==> src/rtl/vlx_pkg.sv <==
package vlx_pkg;
  typedef enum logic [1:0] {
    OP_INS  = 2'd0,
    OP_CPS  = 2'd1,
    OP_CPU  = 2'd2,
    OP_FILL = 2'd3
  } op_e;

  typedef enum logic [1:0] {
    FMT_B = 2'd0,
    FMT_H = 2'd1,
    FMT_W = 2'd2,
    FMT_D = 2'd3
  } fmt_e;

  localparam int BYTE_W = 8;
  localparam int HALF_W = 16;
endpackage

==> src/rtl/vlx_extract.sv <==
module vlx_extract #(
  parameter int VEC_W = 128,
  parameter int SCL_W = 32,
  parameter int IDX_W = $clog2(VEC_W / vlx_pkg::BYTE_W)
) (
  input  logic [VEC_W-1:0] src,
  input  vlx_pkg::fmt_e    fmt,
  input  logic [IDX_W-1:0] lane,
  input  logic             sext,
  output logic [SCL_W-1:0] val
);
  import vlx_pkg::*;

  localparam int NB = VEC_W / BYTE_W;
  localparam int NH = VEC_W / HALF_W;
  localparam int NW = VEC_W / SCL_W;
  localparam int HI = $clog2(NH);
  localparam int WI = $clog2(NW);

  logic [BYTE_W-1:0] b_ln [NB];
  logic [HALF_W-1:0] h_ln [NH];
  logic [SCL_W-1:0]  w_ln [NW];

  for (genvar i = 0; i < NB; i++) begin : g_b
    assign b_ln[i] = src[i*BYTE_W +: BYTE_W];
  end
  for (genvar i = 0; i < NH; i++) begin : g_h
    assign h_ln[i] = src[i*HALF_W +: HALF_W];
  end
  for (genvar i = 0; i < NW; i++) begin : g_w
    assign w_ln[i] = src[i*SCL_W +: SCL_W];
  end

  logic [BYTE_W-1:0] bsel;
  logic [HALF_W-1:0] hsel;
  logic [SCL_W-1:0]  wsel;

  always_comb begin
    bsel = b_ln[lane];
    hsel = h_ln[lane[HI-1:0]];
    wsel = w_ln[lane[WI-1:0]];
    case (fmt)
      FMT_B:   val = {{(SCL_W-BYTE_W){sext & bsel[BYTE_W-1]}}, bsel};
      FMT_H:   val = {{(SCL_W-HALF_W){sext & hsel[HALF_W-1]}}, hsel};
      default: val = wsel;
    endcase
  end
endmodule

==> src/rtl/vlx_insert.sv <==
module vlx_insert #(
  parameter int VEC_W = 128,
  parameter int SCL_W = 32,
  parameter int IDX_W = $clog2(VEC_W / vlx_pkg::BYTE_W)
) (
  input  logic [VEC_W-1:0] dst,
  input  vlx_pkg::fmt_e    fmt,
  input  logic [IDX_W-1:0] lane,
  input  logic             fill,
  input  logic [SCL_W-1:0] scalar,
  output logic [VEC_W-1:0] res
);
  import vlx_pkg::*;

  localparam int NB = VEC_W / BYTE_W;
  localparam int NH = VEC_W / HALF_W;
  localparam int NW = VEC_W / SCL_W;

  logic [VEC_W-1:0] b_res, h_res, w_res;

  for (genvar i = 0; i < NB; i++) begin : g_b
    assign b_res[i*BYTE_W +: BYTE_W] = (fill || lane == IDX_W'(i)) ?
                                       scalar[BYTE_W-1:0] : dst[i*BYTE_W +: BYTE_W];
  end
  for (genvar i = 0; i < NH; i++) begin : g_h
    assign h_res[i*HALF_W +: HALF_W] = (fill || lane == IDX_W'(i)) ?
                                       scalar[HALF_W-1:0] : dst[i*HALF_W +: HALF_W];
  end
  for (genvar i = 0; i < NW; i++) begin : g_w
    assign w_res[i*SCL_W +: SCL_W] = (fill || lane == IDX_W'(i)) ?
                                     scalar : dst[i*SCL_W +: SCL_W];
  end

  always_comb begin
    case (fmt)
      FMT_B:   res = b_res;
      FMT_H:   res = h_res;
      FMT_W:   res = w_res;
      default: res = dst;
    endcase
  end
endmodule

==> src/rtl/vlx_stage.sv <==
module vlx_stage #(
  parameter int VEC_W = 128,
  parameter int SCL_W = 32
) (
  input  logic             clk,
  input  logic             rst_n,
  input  logic             in_valid,
  output logic             in_ready,
  input  logic [VEC_W-1:0] d_vec,
  input  logic             d_vwe,
  input  logic [SCL_W-1:0] d_scl,
  input  logic             d_swe,
  input  logic             d_err,
  output logic             out_valid,
  input  logic             out_ready,
  output logic [VEC_W-1:0] q_vec,
  output logic             q_vwe,
  output logic [SCL_W-1:0] q_scl,
  output logic             q_swe,
  output logic             q_err
);
  assign in_ready = !out_valid || out_ready;

  always_ff @(posedge clk) begin
    if (!rst_n) begin
      out_valid <= 1'b0;
      q_vec     <= '0;
      q_vwe     <= 1'b0;
      q_scl     <= '0;
      q_swe     <= 1'b0;
      q_err     <= 1'b0;
    end else if (in_ready) begin
      out_valid <= in_valid;
      q_vec     <= in_valid ? d_vec : '0;
      q_vwe     <= in_valid & d_vwe;
      q_scl     <= in_valid ? d_scl : '0;
      q_swe     <= in_valid & d_swe;
      q_err     <= in_valid & d_err;
    end
  end
endmodule

==> src/rtl/vec_lane_xfer.sv <==
module vec_lane_xfer #(
  parameter int VEC_W = 128,
  parameter int SCL_W = 32,
  parameter int IDX_W = $clog2(VEC_W / vlx_pkg::BYTE_W)
) (
  input  logic             clk,
  input  logic             rst_n,
  input  logic             in_valid,
  output logic             in_ready,
  input  logic [1:0]       in_op,
  input  logic [1:0]       in_fmt,
  input  logic [IDX_W-1:0] in_lane,
  input  logic [SCL_W-1:0] in_scalar,
  input  logic [VEC_W-1:0] in_src_vec,
  input  logic [VEC_W-1:0] in_dst_vec,
  output logic             out_valid,
  input  logic             out_ready,
  output logic [VEC_W-1:0] out_vec,
  output logic             out_vec_we,
  output logic [SCL_W-1:0] out_scalar,
  output logic             out_scalar_we,
  output logic             out_err
);
  import vlx_pkg::*;

  localparam int LW = IDX_W + 1;
  localparam int NB = VEC_W / BYTE_W;
  localparam int NH = VEC_W / HALF_W;
  localparam int NW = VEC_W / SCL_W;

  op_e  op;
  fmt_e fmt;
  assign op  = op_e'(in_op);
  assign fmt = fmt_e'(in_fmt);

  logic [LW-1:0]    lane_ext;
  logic             oob, is_copy, err;
  logic [VEC_W-1:0] ins_vec, d_vec;
  logic [SCL_W-1:0] ext_val, d_scl;
  logic             d_vwe, d_swe;

  assign lane_ext = {1'b0, in_lane};
  assign is_copy  = (op == OP_CPS) || (op == OP_CPU);

  always_comb begin
    case (fmt)
      FMT_B:   oob = lane_ext >= LW'(NB);
      FMT_H:   oob = lane_ext >= LW'(NH);
      FMT_W:   oob = lane_ext >= LW'(NW);
      default: oob = 1'b1;
    endcase
    err   = (fmt == FMT_D) || ((op != OP_FILL) && oob);
    d_vwe = !err && !is_copy;
    d_swe = !err && is_copy;
    d_vec = d_vwe ? ins_vec : '0;
    d_scl = d_swe ? ext_val : '0;
  end

  vlx_extract #(.VEC_W(VEC_W), .SCL_W(SCL_W), .IDX_W(IDX_W)) u_ext (
    .src  (in_src_vec),
    .fmt  (fmt),
    .lane (in_lane),
    .sext (op == OP_CPS),
    .val  (ext_val)
  );

  vlx_insert #(.VEC_W(VEC_W), .SCL_W(SCL_W), .IDX_W(IDX_W)) u_ins (
    .dst    (in_dst_vec),
    .fmt    (fmt),
    .lane   (in_lane),
    .fill   (op == OP_FILL),
    .scalar (in_scalar),
    .res    (ins_vec)
  );

  vlx_stage #(.VEC_W(VEC_W), .SCL_W(SCL_W)) u_stage (
    .clk       (clk),
    .rst_n     (rst_n),
    .in_valid  (in_valid),
    .in_ready  (in_ready),
    .d_vec     (d_vec),
    .d_vwe     (d_vwe),
    .d_scl     (d_scl),
    .d_swe     (d_swe),
    .d_err     (err),
    .out_valid (out_valid),
    .out_ready (out_ready),
    .q_vec     (out_vec),
    .q_vwe     (out_vec_we),
    .q_scl     (out_scalar),
    .q_swe     (out_scalar_we),
    .q_err     (out_err)
  );
endmodule

==> config.mk <==
export PLATFORM = sky130hd
export DESIGN_NAME = vec_lane_xfer
export DESIGN_NICKNAME = d
export VERILOG_FILES = /design/src/rtl/vlx_pkg.sv /design/src/rtl/vlx_extract.sv /design/src/rtl/vlx_insert.sv /design/src/rtl/vlx_stage.sv /design/src/rtl/vec_lane_xfer.sv
export SDC_FILE = /design/constraint.sdc
export NUM_CORES = 1
export LEC_CHECK = 0
export BUFFER_PORTS_ARGS = -buffer_cell sky130_fd_sc_hd__clkbuf_2
export CELL_PAD_IN_SITES_DETAIL_PLACEMENT = 1
export CELL_PAD_IN_SITES_GLOBAL_PLACEMENT = 1
export CORE_MARGIN = 2
export CORE_UTILIZATION = 41
export CTS_CLUSTER_DIAMETER = 30
export DETAILED_ROUTE_END_ITERATION = 10
export GPL_TIMING_DRIVEN = 0
export PLACE_DENSITY_LB_ADDON = 0.1
export SLEW_MARGIN = 20
export SYNTH_ARGS = -nofsm -noshare
export SYNTH_HDL_FRONTEND = slang
export SYNTH_SLANG_ARGS = --single-unit
export TNS_END_PERCENT = 50
==> constraint.sdc <==
create_clock -name clk -period 3.8 [get_ports clk]
set_input_delay 0.76 -clock clk [delete_from_list [all_inputs] [get_ports clk]]
set_output_delay 0.76 -clock clk [all_outputs]
set_load 0.01 [all_outputs]
==> results of run 1 <==
-- cells in the final DEF (no fill, tap or decap), types with 19 or more instances in the layout --
cell type  synthesis  layout
dfxtp_1          164     164
buf_2             44      44
and3_1            19      19
nor3_1            81      81
a211oi_1          59      59
mux4_2            80      80
inv_1             87      87
o21ai_0          175     175
nor2_1            85      84
a21oi_1           48      48
clkbuf_2           0     465
o211ai_1          80      80
a32o_1            90      90
nand3_1           34      34
clkbuf_1         118     118
nand2_1          187     187
mux2i_1           49      49
-- state kept, by name, indices dropped and copies added, names as in the netlist --
signal,cells
u_stage.q_vwe,1
u_stage.q_vec,128
u_stage.q_scl,32
u_stage.out_valid,1
u_stage.q_err,1
u_stage.q_swe,1
-- synthesized netlist by cell type (4+ instances only) --
cell type,instances,area (µm²)
o21a_1,17,128
nand3_1,34,170
o22ai_1,14,87.6
mux4_2,80,1800
clkbuf_1,118,443
a221oi_1,11,96.3
o211a_1,8,80.1
buf_8,4,60.1
nand2b_1,5,31.3
a22o_1,5,43.8
a211oi_1,59,443
buf_2,44,220
and4b_1,4,40.0
a21oi_1,48,240
a32oi_1,6,52.6
a2bb2oi_1,9,78.8
buf_6,6,67.6
a211o_1,17,149
mux2i_1,49,490
mux2_2,14,158
a32o_1,90,901
nor3b_1,15,113
a21boi_0,4,30.0
o21ai_0,175,876
buf_4,13,97.6
nor2b_1,6,37.5
nand2_1,187,702
o211ai_1,80,601
a221o_1,18,180
o31ai_1,12,90.1
o311a_1,9,90.1
o311ai_0,16,140
nor3_1,81,405
o21ai_1,10,50.1
inv_1,87,327
buf_1,5,18.8
nor2_1,85,319
dfxtp_1,164,3280
or2_2,9,56.3
o31a_1,7,61.3
and3_1,19,119
-- metrics by stage --
step | instances | utilization, % | cell area, µm² | worst slack, ns
6_report | 2653 | 52.0 | 17500 | 0.190
5_1_grt | 2652 | 52.0 | 17400 | 0.262
4_1_cts | 2646 | 52.0 | 17400 | 0.355
3_5_place_dp | 2615 | 50.3 | 16900 | -0.0713
3_3_place_gp | 2614 | 50.2 | 16800 | -0.379
2_1_floorplan | 1703 | - | 14000 | 1.23
-- worst max-delay path: cells and delay by family --
family / cells / cell delay, ns
compound gates: 1 / 0.26
buf+inv: 5 / 2.17
simple gates: 1 / 0.81
-- cell type report --
cell class	instances	area, µm²
fill	4245	16100
timing repair buffer	464	2320
antenna	7	17.5
clock buffer	23	488
inverter	89	334
tap	448	561
sequential	164	3280
multi-input combinational	1260	9460
buffer	190	910
clock inverter	8	76.3
-- worst paths after layout --
check	from	to	slack, ns	cells past startpoint
setup reg to reg	u_stage.out_valid	u_stage.q_vec[8]	0.32	6
hold reg to reg	u_stage.q_vec[86]	u_stage.q_vec[86]	0.45	2
setup / recovery	rst_n	u_stage.q_vec[8]	0.19	7
hold / removal	u_stage.q_vec[86]	u_stage.q_vec[86]	0.45	2
-- routing by layer --
| metal | vias to the layer above | share of wire (%) | track usage [%] |
|---|---|---|---|
| met5 | - | 0.058 | 0 |
| met1 | 9018 | 35 | 55.5 |
| li1 | 7558 | - | - |
| met2 | 1538 | 44 | 73.5 |
| met4 | 8 | 8.8 | 34.9 |
| met3 | 445 | 12 | 12.6 |
-- kinds of logic after synthesis --
| family | count (synthesis) | synth area share, % |
|---|---|---|
| AND/OR/NAND/NOR | 479 | 16.6 |
| multiplexers | 145 | 17.7 |
| flip-flops | 164 | 23.5 |
| AO/OA/AOI/OAI | 634 | 33.1 |
| adder cells (fa/ha/maj) | 2 | 0.179 |
| buffers and inverters | 279 | 8.89 |
-- where the power goes --
part           internal, W  total [W]  switching (W)
sequential         0.00177    0.00181      0.0000372
clock             0.000964    0.00176       0.000800
combinational     0.000636    0.00175        0.00112
total              0.00337    0.00533        0.00196
==> impl_results.md, run 1 <==
- First drt pass iteration count: 6
- Clock buffer depth: 2
- Achievable Freq: around 280 MHz
- CTS Hold Bufs: 0
- Worst setup EP type: register
- Area of the mapped netlist: 0.0140 mm²
- Die Wd: 189 µm
- Final min period: 3.61 ns
- Detailed router's first-iteration violation count: ~2100
- Req. time, crit path: about 4.2 ns
- Initial antenna violation count: 12
- Die Y: 189 µm
- Status: finished clean
- RSZ-0062 raised after global routing: false
- Synth Register Bits: around 160
- Clk slew on worst S/H paths: around 0.070 ns
- Sequential cell area fraction in the yosys report: 23.5%
- Final Max Tran Viols: 0
- Setup TNS Final: 0 ns
- Area of the die: approximately 0.036 mm²
- Final Hold Viols: 0
- Leak: roughly 7.4 nW
- Slew @ Worst Pin: roughly 1.3 ns
- Post-CTS setup buffer count: 0
- Remaining Overflow, GRT: 0
- Cells after Synth: 1703
- I/O pin count: around 470
- Synth Flop Type: dfxtp_1
- Crit-path max FO: 10
- Pin count of the biggest net entering global routing: 17
- Final Cycle Share: a little over nine tenths
- P per Cell Area: about 310 mW/mm²
- Clock insertion delay at the later pin of the skew report: 0.47 ns
- # H-tree levels: 4
- Worst vdd ir: 0.376 mV
- Ys Warns: 0
- IO buf count: ~460
- Max-cap violations: 0
- Number of flops mapped to enable cells by yosys: 0
- Core area: roughly 0.034 mm²
- Hold WS: about 0.45 ns
- Layout cells sized above 1: a little under a third
- Via count: between 15000 and 20000
- Worst rel slew slack: 13.7%
- Vias in the first global route: 18500
- Mapped Nets: between 2000 and 2500
- Critical-path cell list: clkbuf_2 > inv_1 > clkbuf_1 > nor2_2 > clkbuf_1 > clkbuf_1 > a22o_1
- Layout net count: about 2500
- Total track usage: 47.0%
- Placer congestion estimate: 1.00
- Crit path DAT: 4.02 ns
- CP max stage delay: 0.81 ns
- Vias per cell: about 7
- Setup-failing EPs final: 0
- Synth unique cells: 80
- Num Clock Sinks: 164
- Async S/R FF share, synth: 0%
- Pwr Total: about 0.0053 W
- First-pass GRT wire length: around 120000 µm
- Drt drc: 0
- Number of CTS-inserted buffers: 17
- Most numerous cell on the critical path: clkbuf_1
- Crit path launch type: input pin
- Num rows: 67
- Post-CTS sizing: 0
- Clock Tree Root: clkbuf_16
- HPWL Detailed: between 60000 and 70000 µm
- DRT Wirelength: between 80000 and 90000 µm
- Starting Density: between 40% and 50%
- Crit Path Category: in2reg
- DR WL/cell: between 30 and 40 µm
- Critical path's slowest cell: nor2_2
- TritonCTS clock tree: yes
- Syn avg cell area: a little over 8 µm²
- Area Growth Syn to Fin: 25.0%
- DRT antenna net count: 0
- Clk_skew: between 0.009 and 0.01 ns
- Worst hold path type: reg2reg
No activity file was read; power rests on OpenSTA's default activity.
==> inputs of run 2 (changes only) <==
--- a/config.mk
+++ b/config.mk
@@ -9,7 +9,7 @@
 export CELL_PAD_IN_SITES_DETAIL_PLACEMENT = 1
 export CELL_PAD_IN_SITES_GLOBAL_PLACEMENT = 1
 export CORE_MARGIN = 2
-export CORE_UTILIZATION = 41
+export CORE_UTILIZATION = 34
 export CTS_CLUSTER_DIAMETER = 30
 export DETAILED_ROUTE_END_ITERATION = 10
 export GPL_TIMING_DRIVEN = 0
==> constraint.sdc (replaced) <==
create_clock -name clk -period 4.2 [get_ports clk]
set_input_delay 0.84 -clock clk [delete_from_list [all_inputs] [get_ports clk]]
set_output_delay 0.84 -clock clk [all_outputs]
set_load 0.01 [all_outputs]
==> run 2 against run 1 <==
  * Sequential cell count unchanged
  * Global-route usage down 5.7 points
  * Largest cell class unchanged
  * Clock-buffer cell count down 5
  * Cell area up 0.77%
  * Power down 8.0%
  * Via count down 3.7%
  * Sequential share of layout area down 0.14 points
  * Critical endpoint is now u_stage.q_vec[56]
  * Die area up 20%
  * Critical path depth up 1
  * Register-to-register slack better by 0.08 ns
  * Clock skew down 0.0012 ns
  * Sequential power down 9.9%
==> impl_results.md, run 2 (synthesis gave the netlist of run 1 again) <==
- Via count: 17900 (-3.7%)
- Leak: 7.40 nW (about the same)
- Post-CTS sizing: 0 (unchanged)
- IO buf count: 463 (unchanged)
- Placed cell count: 2699 (+3.2%)
- Area Growth Syn to Fin: 25.9%
- Logic pwr share: 32.5% (-0.4 points)
- CTS Hold Bufs: 0 (unchanged)
- DRT Wirelength: 89500 µm (+3.5%)
- Final Max Tran Viols: 0 (unchanged)
- Hold WS: 0.453 ns (+0.00278 ns)
- Worst hold path type: reg2reg
- HPWL Detailed: 70900 µm (+5.6%)
- R2R Setup Slk: 0.40 ns (+0.08 ns)
- Core Util, Final: 43.3% (-8.8 points)
- First-pass GRT wire length: 125000 µm (+2.4%)
- Area of the die: 0.0427 mm² (+20%)
- Flop pwr share: 33.3% (-0.6 points)
- Slew @ Worst Pin: 1.32 ns (+0.0222 ns)
- Status: finished clean
- Clock Tree Root: clkbuf_16
- Crit path DAT: 4.24 ns (+0.22 ns)
- Final min period: 3.84 ns
- Post-route insts no fill: 2743 (+3.4%)
- Placer congestion estimate: 0.994 (-0.92%)
- Worst rel slew slack: 12.2% (-1.5 points)
- Number of CTS-inserted buffers: 17 (unchanged)
- Most common cell after layout, fill and taps aside: clkbuf_2
- Drt drc: 0 (unchanged)
- Clk_skew: 0.00821 ns (-0.00117 ns)
- Clk slew on worst S/H paths: 0.07 ns (about the same)
- Crit. Startpoint: out_ready
- Total track usage: 41.3% (-5.7 points)
- RSZ-0062 raised after global routing: false
- Clock insertion delay at the later pin of the skew report: 0.49 ns (+0.02 ns)
- Power Internal: 0.00306 W (-9.3%)
- Worst setup EP type: register
- Crit path launch type: input pin
- Clk pwr share: 34.2% (+1.1 points)
- Switching share of power: 37.6% (+0.91 points)
- Reg with most FFs: u_stage.q_vec
- Post-CTS setup buffer count: 0 (unchanged)
- I/O pin count: 465 (unchanged)
- Layout cells sized above 1: 31.4% (about the same)
- Vias in the first global route: 18000 (-2.7%)
- Starting Density: 34.4% (-7.3 points)
- R2R Path End: u_stage.q_vec[56]
- First drt pass iteration count: 5 (-1)
- Num rows: 74 (+10%)
- Initial antenna violation count: 11 (-1)
- P per Cell Area: 279 mW/mm² (-8.7%)
- Die Wd: 207 µm (+9.6%)
- Setup Slack @ Placement: 0.102 ns (+0.173 ns)
- Final Cycle Share: 91.3%
- Core area: 0.0406 mm² (+21%)
- Crit-path max FO: 10 (unchanged)
- Final Hold Viols: 0 (unchanged)
- Max reg flops: 128 (unchanged)
- DR WL/cell: 32.6 µm (about the same)
- Setup-failing EPs final: 0 (unchanged)
- Worst r2r src: u_stage.out_valid
- DRT antenna net count: 0 (unchanged)
- # H-tree levels: 4 (unchanged)
- Req. time, crit path: 4.60 ns (+0.39 ns)
- Clock buffer depth: 2 (unchanged)
- Worst vdd ir: 0.269 mV (-28%)
- Num Clock Sinks: 164 (unchanged)
- Final setup margin: 0.364 ns (+0.174 ns)
- Remaining Overflow, GRT: 0 (unchanged)
- R2R cell count: 7 (+1)
- Most frequent cells in the layout: clkbuf_2, nand2_1, o21ai_0
- Vias per cell: 6.52 (-6.8%)
- Achievable Freq: about 260 MHz
- Layout net count: 2488 (unchanged)
- Pin count of the biggest net entering global routing: 17 (unchanged)
- Detailed router's first-iteration violation count: 1839 (-14%)
- TritonCTS clock tree: yes
- Die Y: 207 µm (+9.6%)
- Biggest registers after layout: u_stage.q_vec: 128 flops, u_stage.q_scl: 32 flops
- Pwr Total: 0.00490 W (-8.0%)
- Switching pwr: 0.00184 W (-5.7%)
- Max-cap violations: 0 (unchanged)
- Crit Path Category: in2reg
- End of the critical path: u_stage.q_vec[56]
[run 2: changes by cell type in the layout (fill, tap and decap cells not counted)]
| cell | change |
|---|---|
| bufinv_16 | +1 |
| clkbuf_2 | -1 |
| clkbuf_8 | -4 |
| clkinv_2 | -1 |
| clkinv_4 | +3 |
| diode_2 | +5 |
| inv_6 | +3 |
[run 2: worst min path at each step]
stage / start / to / slack (ns) / cells after the start
after floorplan: u_stage.q_vec[84] / u_stage.q_vec[84] / 0.47 / 2
final: u_stage.q_vec[76] / u_stage.q_vec[76] / 0.45 / 2
after global placement: u_stage.q_vec[87] / u_stage.q_vec[87] / 0.44 / 2
after CTS: u_stage.q_vec[76] / u_stage.q_vec[76] / 0.45 / 2
after detailed placement: u_stage.q_vec[76] / u_stage.q_vec[76] / 0.44 / 2
after global routing: u_stage.q_vec[84] / u_stage.q_vec[84] / 0.47 / 2
[run 2: critical path, stage by stage]
cell      delay [ns]
clkbuf_2        0.08
nor2b_1         0.40
clkinv_1        0.29
nor2_2          0.92
clkbuf_1        0.58
clkbuf_1        0.87
nand2_1         0.11
o21ai_1         0.13
[run 2: power groups by stage]
stage | combinational (W) | sequential, W | clock, W
final | 0.00159 | 0.00163 | 0.00168
after floorplan | 0.000815 | 0.00168 | 0
after detailed placement | 0.00154 | 0.00167 | 0
after CTS | 0.00155 | 0.00163 | 0.00168
after global placement | 0.00152 | 0.00167 | 0
after global routing | 0.00166 | 0.00164 | 0.00174
[run 2: area by class of cell]
type / instances / area (µm²)
diodes: 12 / 30.0
plain buffers: 190 / 908
clock buffers: 18 / 429
clock inverters: 14 / 154
fillers: 5103 / 23100
inverters: 89 / 334
multi-input cells: 1260 / 9460
flip-flops and latches: 164 / 3280
well taps: 532 / 666
repair buffers: 464 / 2320
[run 2: metrics by stage]
stage          cell area [µm²]  TNS, ns
6_report                 17600        0
5_1_grt                  17600        0
4_1_cts                  17600        0
3_5_place_dp             17000        0
3_3_place_gp             16900    -1.66
2_1_floorplan            14000        0
[run 2: per-layer routing]
metal / vias up / GRT usage [%] / share of wire (%)
met5: - / 0 / 0.058
met3: 292 / 9.54 / 9.4
met1: 8900 / 50.6 / 39
met2: 1129 / 64.6 / 45
met4: 8 / 28.1 / 7.4
li1: 7560 / - / -
